--- src/rtl/spim_pkg.sv ---
package spim_pkg;

  // Strobes from the sequencer to the shift datapath
  typedef struct packed {
    logic load;    // accept a new word and reset bit pointers
    logic shift;   // present the next transmit bit
    logic sample;  // capture the receive bit
  } spimStrobe_t;

  typedef enum logic [1:0] {
    ST_IDLE = 2'd0,
    ST_RUN  = 2'd1,
    ST_TAIL = 2'd2
  } spimState_t;

endpackage

--- src/rtl/spim_ctrl.sv ---
module spim_ctrl
  import spim_pkg::*;
#(
  parameter int WORD_W = 8,
  parameter int DIV_W  = 8
) (
  input  logic             clk,
  input  logic             rstN,
  input  logic             startReq,
  input  logic             cpol,
  input  logic             cpha,
  input  logic             shortWord,
  input  logic [DIV_W-1:0] halfDiv,
  output spimStrobe_t      strb,
  output logic             sclk,
  output logic             ssN,
  output logic             busy,
  output logic             doneStrobe
);

  localparam int EDGE_W = $clog2(2*WORD_W+1);

  spimState_t        state;
  logic [DIV_W-1:0]  cnt, hEffQ, hEffIn;
  logic [EDGE_W-1:0] edgeIdx, lastEdgeQ, lastEdgeIn, lastSampleIdx;
  logic              cphaQ, sclkQ, ssNQ, doneQ;
  logic              edgeNow, leading, isSample, isShift;

  // Configuration decoded at start
  always_comb begin
    hEffIn     = (halfDiv == '0) ? DIV_W'(1) : halfDiv;
    lastEdgeIn = shortWord ? EDGE_W'(2*WORD_W-3) : EDGE_W'(2*WORD_W-1);
  end

  // Edge classification: even edge index is the leading edge of a bit period
  always_comb begin
    edgeNow       = (state == ST_RUN) && (cnt == '0);
    leading       = ~edgeIdx[0];
    isSample      = edgeNow && (leading ^ cphaQ);
    isShift       = edgeNow && !(leading ^ cphaQ) &&
                    (cphaQ ? (edgeIdx != '0) : (edgeIdx != lastEdgeQ));
    lastSampleIdx = cphaQ ? lastEdgeQ : (lastEdgeQ - EDGE_W'(1));
    strb.load     = (state == ST_IDLE) && startReq;
    strb.shift    = isShift;
    strb.sample   = isSample;
  end

  always_ff @(posedge clk or negedge rstN) begin
    if (!rstN) begin
      state     <= ST_IDLE;
      cnt       <= '0;
      hEffQ     <= DIV_W'(1);
      edgeIdx   <= '0;
      lastEdgeQ <= '0;
      cphaQ     <= 1'b0;
      sclkQ     <= 1'b0;
      ssNQ      <= 1'b1;
      doneQ     <= 1'b0;
    end else begin
      doneQ <= 1'b0;
      unique case (state)
        ST_IDLE: begin
          sclkQ <= cpol;
          if (startReq) begin
            state     <= ST_RUN;
            ssNQ      <= 1'b0;
            cphaQ     <= cpha;
            hEffQ     <= hEffIn;
            lastEdgeQ <= lastEdgeIn;
            cnt       <= hEffIn - DIV_W'(1);
            edgeIdx   <= '0;
          end
        end
        ST_RUN: begin
          if (cnt == '0) begin
            sclkQ   <= ~sclkQ;
            cnt     <= hEffQ - DIV_W'(1);
            edgeIdx <= edgeIdx + EDGE_W'(1);
            if (isSample && (edgeIdx == lastSampleIdx)) doneQ <= 1'b1;
            if (edgeIdx == lastEdgeQ) state <= ST_TAIL;
          end else begin
            cnt <= cnt - DIV_W'(1);
          end
        end
        ST_TAIL: begin
          if (cnt == '0) begin
            ssNQ  <= 1'b1;
            state <= ST_IDLE;
          end else begin
            cnt <= cnt - DIV_W'(1);
          end
        end
        default: state <= ST_IDLE;
      endcase
    end
  end

  assign sclk       = sclkQ;
  assign ssN        = ssNQ;
  assign busy       = (state != ST_IDLE);
  assign doneStrobe = doneQ;

endmodule

--- src/rtl/spim_dpath.sv ---
module spim_dpath
  import spim_pkg::*;
#(
  parameter int WORD_W = 8
) (
  input  logic              clk,
  input  logic              rstN,
  input  spimStrobe_t       strb,
  input  logic [WORD_W-1:0] txWord,
  input  logic              shortWord,
  input  logic              lsbFirst,
  input  logic              miso,
  output logic              mosi,
  output logic [WORD_W-1:0] rxWord
);

  localparam int IDX_W = $clog2(WORD_W);
  localparam int CNT_W = $clog2(WORD_W+1);

  logic [WORD_W-1:0] txQ, rxQ;
  logic [CNT_W-1:0]  outCnt, inCnt, lenQ, lenIn, nextOut;
  logic              lsbQ, mosiQ;

  // Position in the word of the i-th bit on the wire
  function automatic logic [IDX_W-1:0] bitPos(input logic [CNT_W-1:0] i,
                                               input logic             lsb,
                                               input logic [CNT_W-1:0] len);
    logic [CNT_W-1:0] p;
    p = lsb ? i : (len - CNT_W'(1) - i);
    return p[IDX_W-1:0];
  endfunction

  always_comb begin
    lenIn   = shortWord ? CNT_W'(WORD_W-1) : CNT_W'(WORD_W);
    nextOut = outCnt + CNT_W'(1);
  end

  always_ff @(posedge clk or negedge rstN) begin
    if (!rstN) begin
      txQ    <= '0;
      rxQ    <= '0;
      outCnt <= '0;
      inCnt  <= '0;
      lenQ   <= CNT_W'(WORD_W);
      lsbQ   <= 1'b0;
      mosiQ  <= 1'b0;
    end else if (strb.load) begin
      txQ    <= txWord;
      rxQ    <= '0;
      outCnt <= '0;
      inCnt  <= '0;
      lenQ   <= lenIn;
      lsbQ   <= lsbFirst;
      mosiQ  <= txWord[bitPos('0, lsbFirst, lenIn)];
    end else begin
      if (strb.shift) begin
        outCnt <= nextOut;
        mosiQ  <= txQ[bitPos(nextOut, lsbQ, lenQ)];
      end
      if (strb.sample) begin
        rxQ[bitPos(inCnt, lsbQ, lenQ)] <= miso;
        inCnt <= inCnt + CNT_W'(1);
      end
    end
  end

  assign mosi   = mosiQ;
  assign rxWord = rxQ;

endmodule

--- src/rtl/spi_mode_master.sv ---
module spi_mode_master
  import spim_pkg::*;
#(
  parameter int WORD_W = 8,
  parameter int DIV_W  = 8
) (
  input  logic              clk,
  input  logic              rstN,
  input  logic              cpol,
  input  logic              cpha,
  input  logic              shortWord,
  input  logic              lsbFirst,
  input  logic [DIV_W-1:0]  halfDiv,
  input  logic              startReq,
  input  logic [WORD_W-1:0] txWord,
  output logic              busy,
  output logic [WORD_W-1:0] rxWord,
  output logic              doneStrobe,
  output logic              sclk,
  output logic              mosi,
  input  logic              miso,
  output logic              ssN
);

  spimStrobe_t strb;

  spim_ctrl #(.WORD_W(WORD_W), .DIV_W(DIV_W)) ctrl_i (
    .clk        (clk),
    .rstN       (rstN),
    .startReq   (startReq),
    .cpol       (cpol),
    .cpha       (cpha),
    .shortWord  (shortWord),
    .halfDiv    (halfDiv),
    .strb       (strb),
    .sclk       (sclk),
    .ssN        (ssN),
    .busy       (busy),
    .doneStrobe (doneStrobe)
  );

  spim_dpath #(.WORD_W(WORD_W)) dpath_i (
    .clk       (clk),
    .rstN      (rstN),
    .strb      (strb),
    .txWord    (txWord),
    .shortWord (shortWord),
    .lsbFirst  (lsbFirst),
    .miso      (miso),
    .mosi      (mosi),
    .rxWord    (rxWord)
  );

endmodule

--- config.mk ---
export PLATFORM = sky130hd
export DESIGN_NAME = spi_mode_master
export DESIGN_NICKNAME = d
export VERILOG_FILES = /design/src/rtl/spim_pkg.sv /design/src/rtl/spim_ctrl.sv /design/src/rtl/spim_dpath.sv /design/src/rtl/spi_mode_master.sv
export SDC_FILE = /design/constraint.sdc
export NUM_CORES = 1
export LEC_CHECK = 0
export CAP_MARGIN = 10
export CORE_MARGIN = 5
export CORE_UTILIZATION = 62
export DETAILED_ROUTE_END_ITERATION = 6
export PLACE_DENSITY = 0.95
export SLEW_MARGIN = 10
export SYNTH_ARGS = -nofsm -noshare
export SYNTH_HDL_FRONTEND = slang
export SYNTH_HIERARCHICAL = 1
export SYNTH_SLANG_ARGS = --single-unit
--- constraint.sdc ---
create_clock -name clk -period 4.9 [get_ports clk]
set_clock_uncertainty 0.05 [all_clocks]
set_input_delay 1.47 -clock clk [delete_from_list [all_inputs] [get_ports clk]]
set_output_delay 1.47 -clock clk [all_outputs]
set_load 0.01 [all_outputs]
==> metrics.txt <==
Yosys reg bits=between 50 and 60; gr usage total=0.228; Initial Util=0.644; postcts setup bufs=0; EDFF count, synth=0; critical path class=input port to register; Max FO, Critical Path=23; core area=5540 µm²; PortBufs=36; status=complete, no violations; Worst VDD drop=0.282 mV; Worst Setup Start Kind=input port; Critical Path End Type=register; Max stage delay cell, worst path=inv_1; post-DP HPWL=5940 µm; routed wire length=8320 µm; Antenna diodes=0; H-tree levels=2; largest net degree at the start of global routing=39; commonest non-fill, non-tap cell in the layout=dfrtp_1; worst min path class=register to register; most frequent cells in the layout=52 x dfrtp_1, 45 x nand2_1, 41 x nor2_1; Leakage=1.66 nW; Crit path largest cell delay=roughly 0.7 ns; CTS tree=yes; vias in the first global route=between 3000 and 4000; Pwr Total=approximately 1.9 mW; routed length per instance=16.9 µm; syn avg cell area=9.01 µm²; vias per cell=6.32; final count of hold timing violations=0; Top delay family on crit path=buffers and inverters; die area=roughly 7400 µm²; number of routed nets with antenna violations=0; filler cell count=approximately 400; Yosys warnings=6; Synth Net Count=around 440; row count=27; Setup-failing EPs final=0; setup TNS=0 ns; pwr dens=480 nW/µm²; maximum clock path buffer count=2; Num CTS Buffers=5; DIE WIDTH=85.9 µm; Initial DRT Pass Iterations=6; Mapped Area=3570 µm²; area delta synth->final=12.1%; RSZ-0062 raised after global routing=no; unique cell type count in the Yosys netlist=60; max_cap viols=0; Seq/Total Area, Yosys=0.380; total grt overflow=0; global-route wire length before repair=13600 µm; crit path DAT=3.71 ns; Die Span Y=85.9 µm; Final Critical Period=around 3.6 ns; crit path cell chain=clkdlybuf4s50_1 -> nand2_1 -> inv_1 -> o211ai_1 -> o31ai_1 -> a31oi_1; drt drc=0; clock latency on the worst-skew pair=0.33 ns; measured slew at the worst slew-check pin=0.911 ns; Hold Slack=0.469 ns; Worst Path Required=5.03 ns; crit share post-route=0.730; layout cells sized above 1=0.0950; hold-fix buffers at CTS=0; CTS clk-pin slew, worst paths=roughly 0.10 ns; Fmax achieved=0.280 GHz; Top Ports=37; root buffer cell=clkbuf_8; final non-filler cell area=roughly 4000 µm²; Slew headroom=0.393; Worst Path Buf+Inv=2; worst setup margin=1.32 ns; Syn Inst Count=396; FFs w/ async S/R, synth=1.00; # nets final=around 460; initial DRC count=236; placed cell areas=3880 µm²; routed vias=approximately 3100; Sink Count=54; final slew viol count=0; GP Congestion=0.902; post-CTS sizing=0; Post-Place Setup Slack=between 1 and 1.5 ns; initial antenna violation count=0; Main synth FF type=dfrtp_1
==> cell usage after synthesis (all sizes together) (3+ instances only) <==
master / n / area share
dfrtp: 52 / 0.36
nand2: 46 / 0.051
nor2: 41 / 0.043
o21ai: 35 / 0.049
a21oi: 22 / 0.033
inv: 20 / 0.021
ha: 17 / 0.060
mux2: 14 / 0.044
xnor2: 14 / 0.034
buf: 11 / 0.026
xor2: 11 / 0.027
a31oi: 9 / 0.016
clkbuf: 9 / 0.0095
mux2i: 9 / 0.025
nand3: 7 / 0.0098
nand2b: 6 / 0.011
nor2b: 6 / 0.013
nor3: 6 / 0.0084
o31ai: 6 / 0.014
nand4: 5 / 0.0088
nor4: 4 / 0.011
o22ai: 4 / 0.0070
or3: 4 / 0.0074
a211oi: 3 / 0.0077
or4: 3 / 0.0063
==> state kept, by name, indices dropped and copies added, names as in the netlist, 2 cells and up <==
name              cells
ctrl_i/cnt            8
ctrl_i/hEffQ          8
dpath_i/rxWord        8
dpath_i/txQ           8
ctrl_i/edgeIdx        5
dpath_i/inCnt         3
dpath_i/outCnt        3
ctrl_i/lastEdgeQ      2
ctrl_i/state          2
==> area by class of cell <==
type	instances	area (µm²)	area share
clock inverters	3	47.5	0.0119
well taps	72	90.1	0.0225
flip-flops and latches	54	1350	0.338
inverters	21	78.8	0.0197
clock buffers	5	68.8	0.0172
repair buffers	38	370	0.0926
multi-input cells	300	1990	0.498
==> metrics by stage <==
stage	util	cells
floorplan	-	396
global placement	0.701	485
detailed placement	0.701	485
CTS	0.722	493
global route	0.722	493
finish	0.722	493
==> logic make-up after synthesis <==
kind of cell / after synthesis / synth area share
multiplexers: 24 / 0.0758
buffers and inverters: 42 / 0.0624
flip-flops: 54 / 0.380
XOR/XNOR: 25 / 0.0614
adder cells (fa/ha/maj): 17 / 0.0596
AO/OA/AOI/OAI: 99 / 0.177
AND/OR/NAND/NOR: 135 / 0.184
==> final timing paths <==
path	from	to	slack, ns	depth (start not counted)
min in group asynchronous	rstN	ctrl_i/hEffQ[7]$_DFFE_PN0P_	1.21	1
max in group asynchronous	rstN	dpath_i/lenQ[1]$_DFFE_PN0P_	2.81	2
worst max-delay path	startReq	dpath_i/mosi$_DFFE_PN0P_	1.32	6
worst min register to register	dpath_i/txQ[0]$_DFFE_PN0P_	dpath_i/txQ[0]$_DFFE_PN0P_	0.47	1
worst min-delay path	dpath_i/txQ[0]$_DFFE_PN0P_	dpath_i/txQ[0]$_DFFE_PN0P_	0.47	1
worst max register to register	ctrl_i/cnt[0]$_DFFE_PN0P_	dpath_i/rxWord[5]$_DFFE_PN0P_	1.46	9
==> where the power goes <==
group | leakage, nW | total [mW] | internal, mW | switching, mW
registers | 0.681 | 0.731 | 0.573 | 0.159
clock network | 0.0587 | 0.322 | 0.155 | 0.166
logic | 0.918 | 0.866 | 0.383 | 0.484
total | 1.66 | 1.92 | 1.11 | 0.808
==> layer usage <==
metal | global-route usage | vias up | routed length, µm
met1 | 0.278 | 1485 | 3270
met5 | 0 | - | 0
li1 | - | 1444 | -
met4 | 0.0748 | 0 | 174
met2 | 0.400 | 160 | 4250
met3 | 0.0500 | 27 | 624
Note: power is estimated with default switching activity, not from simulation.
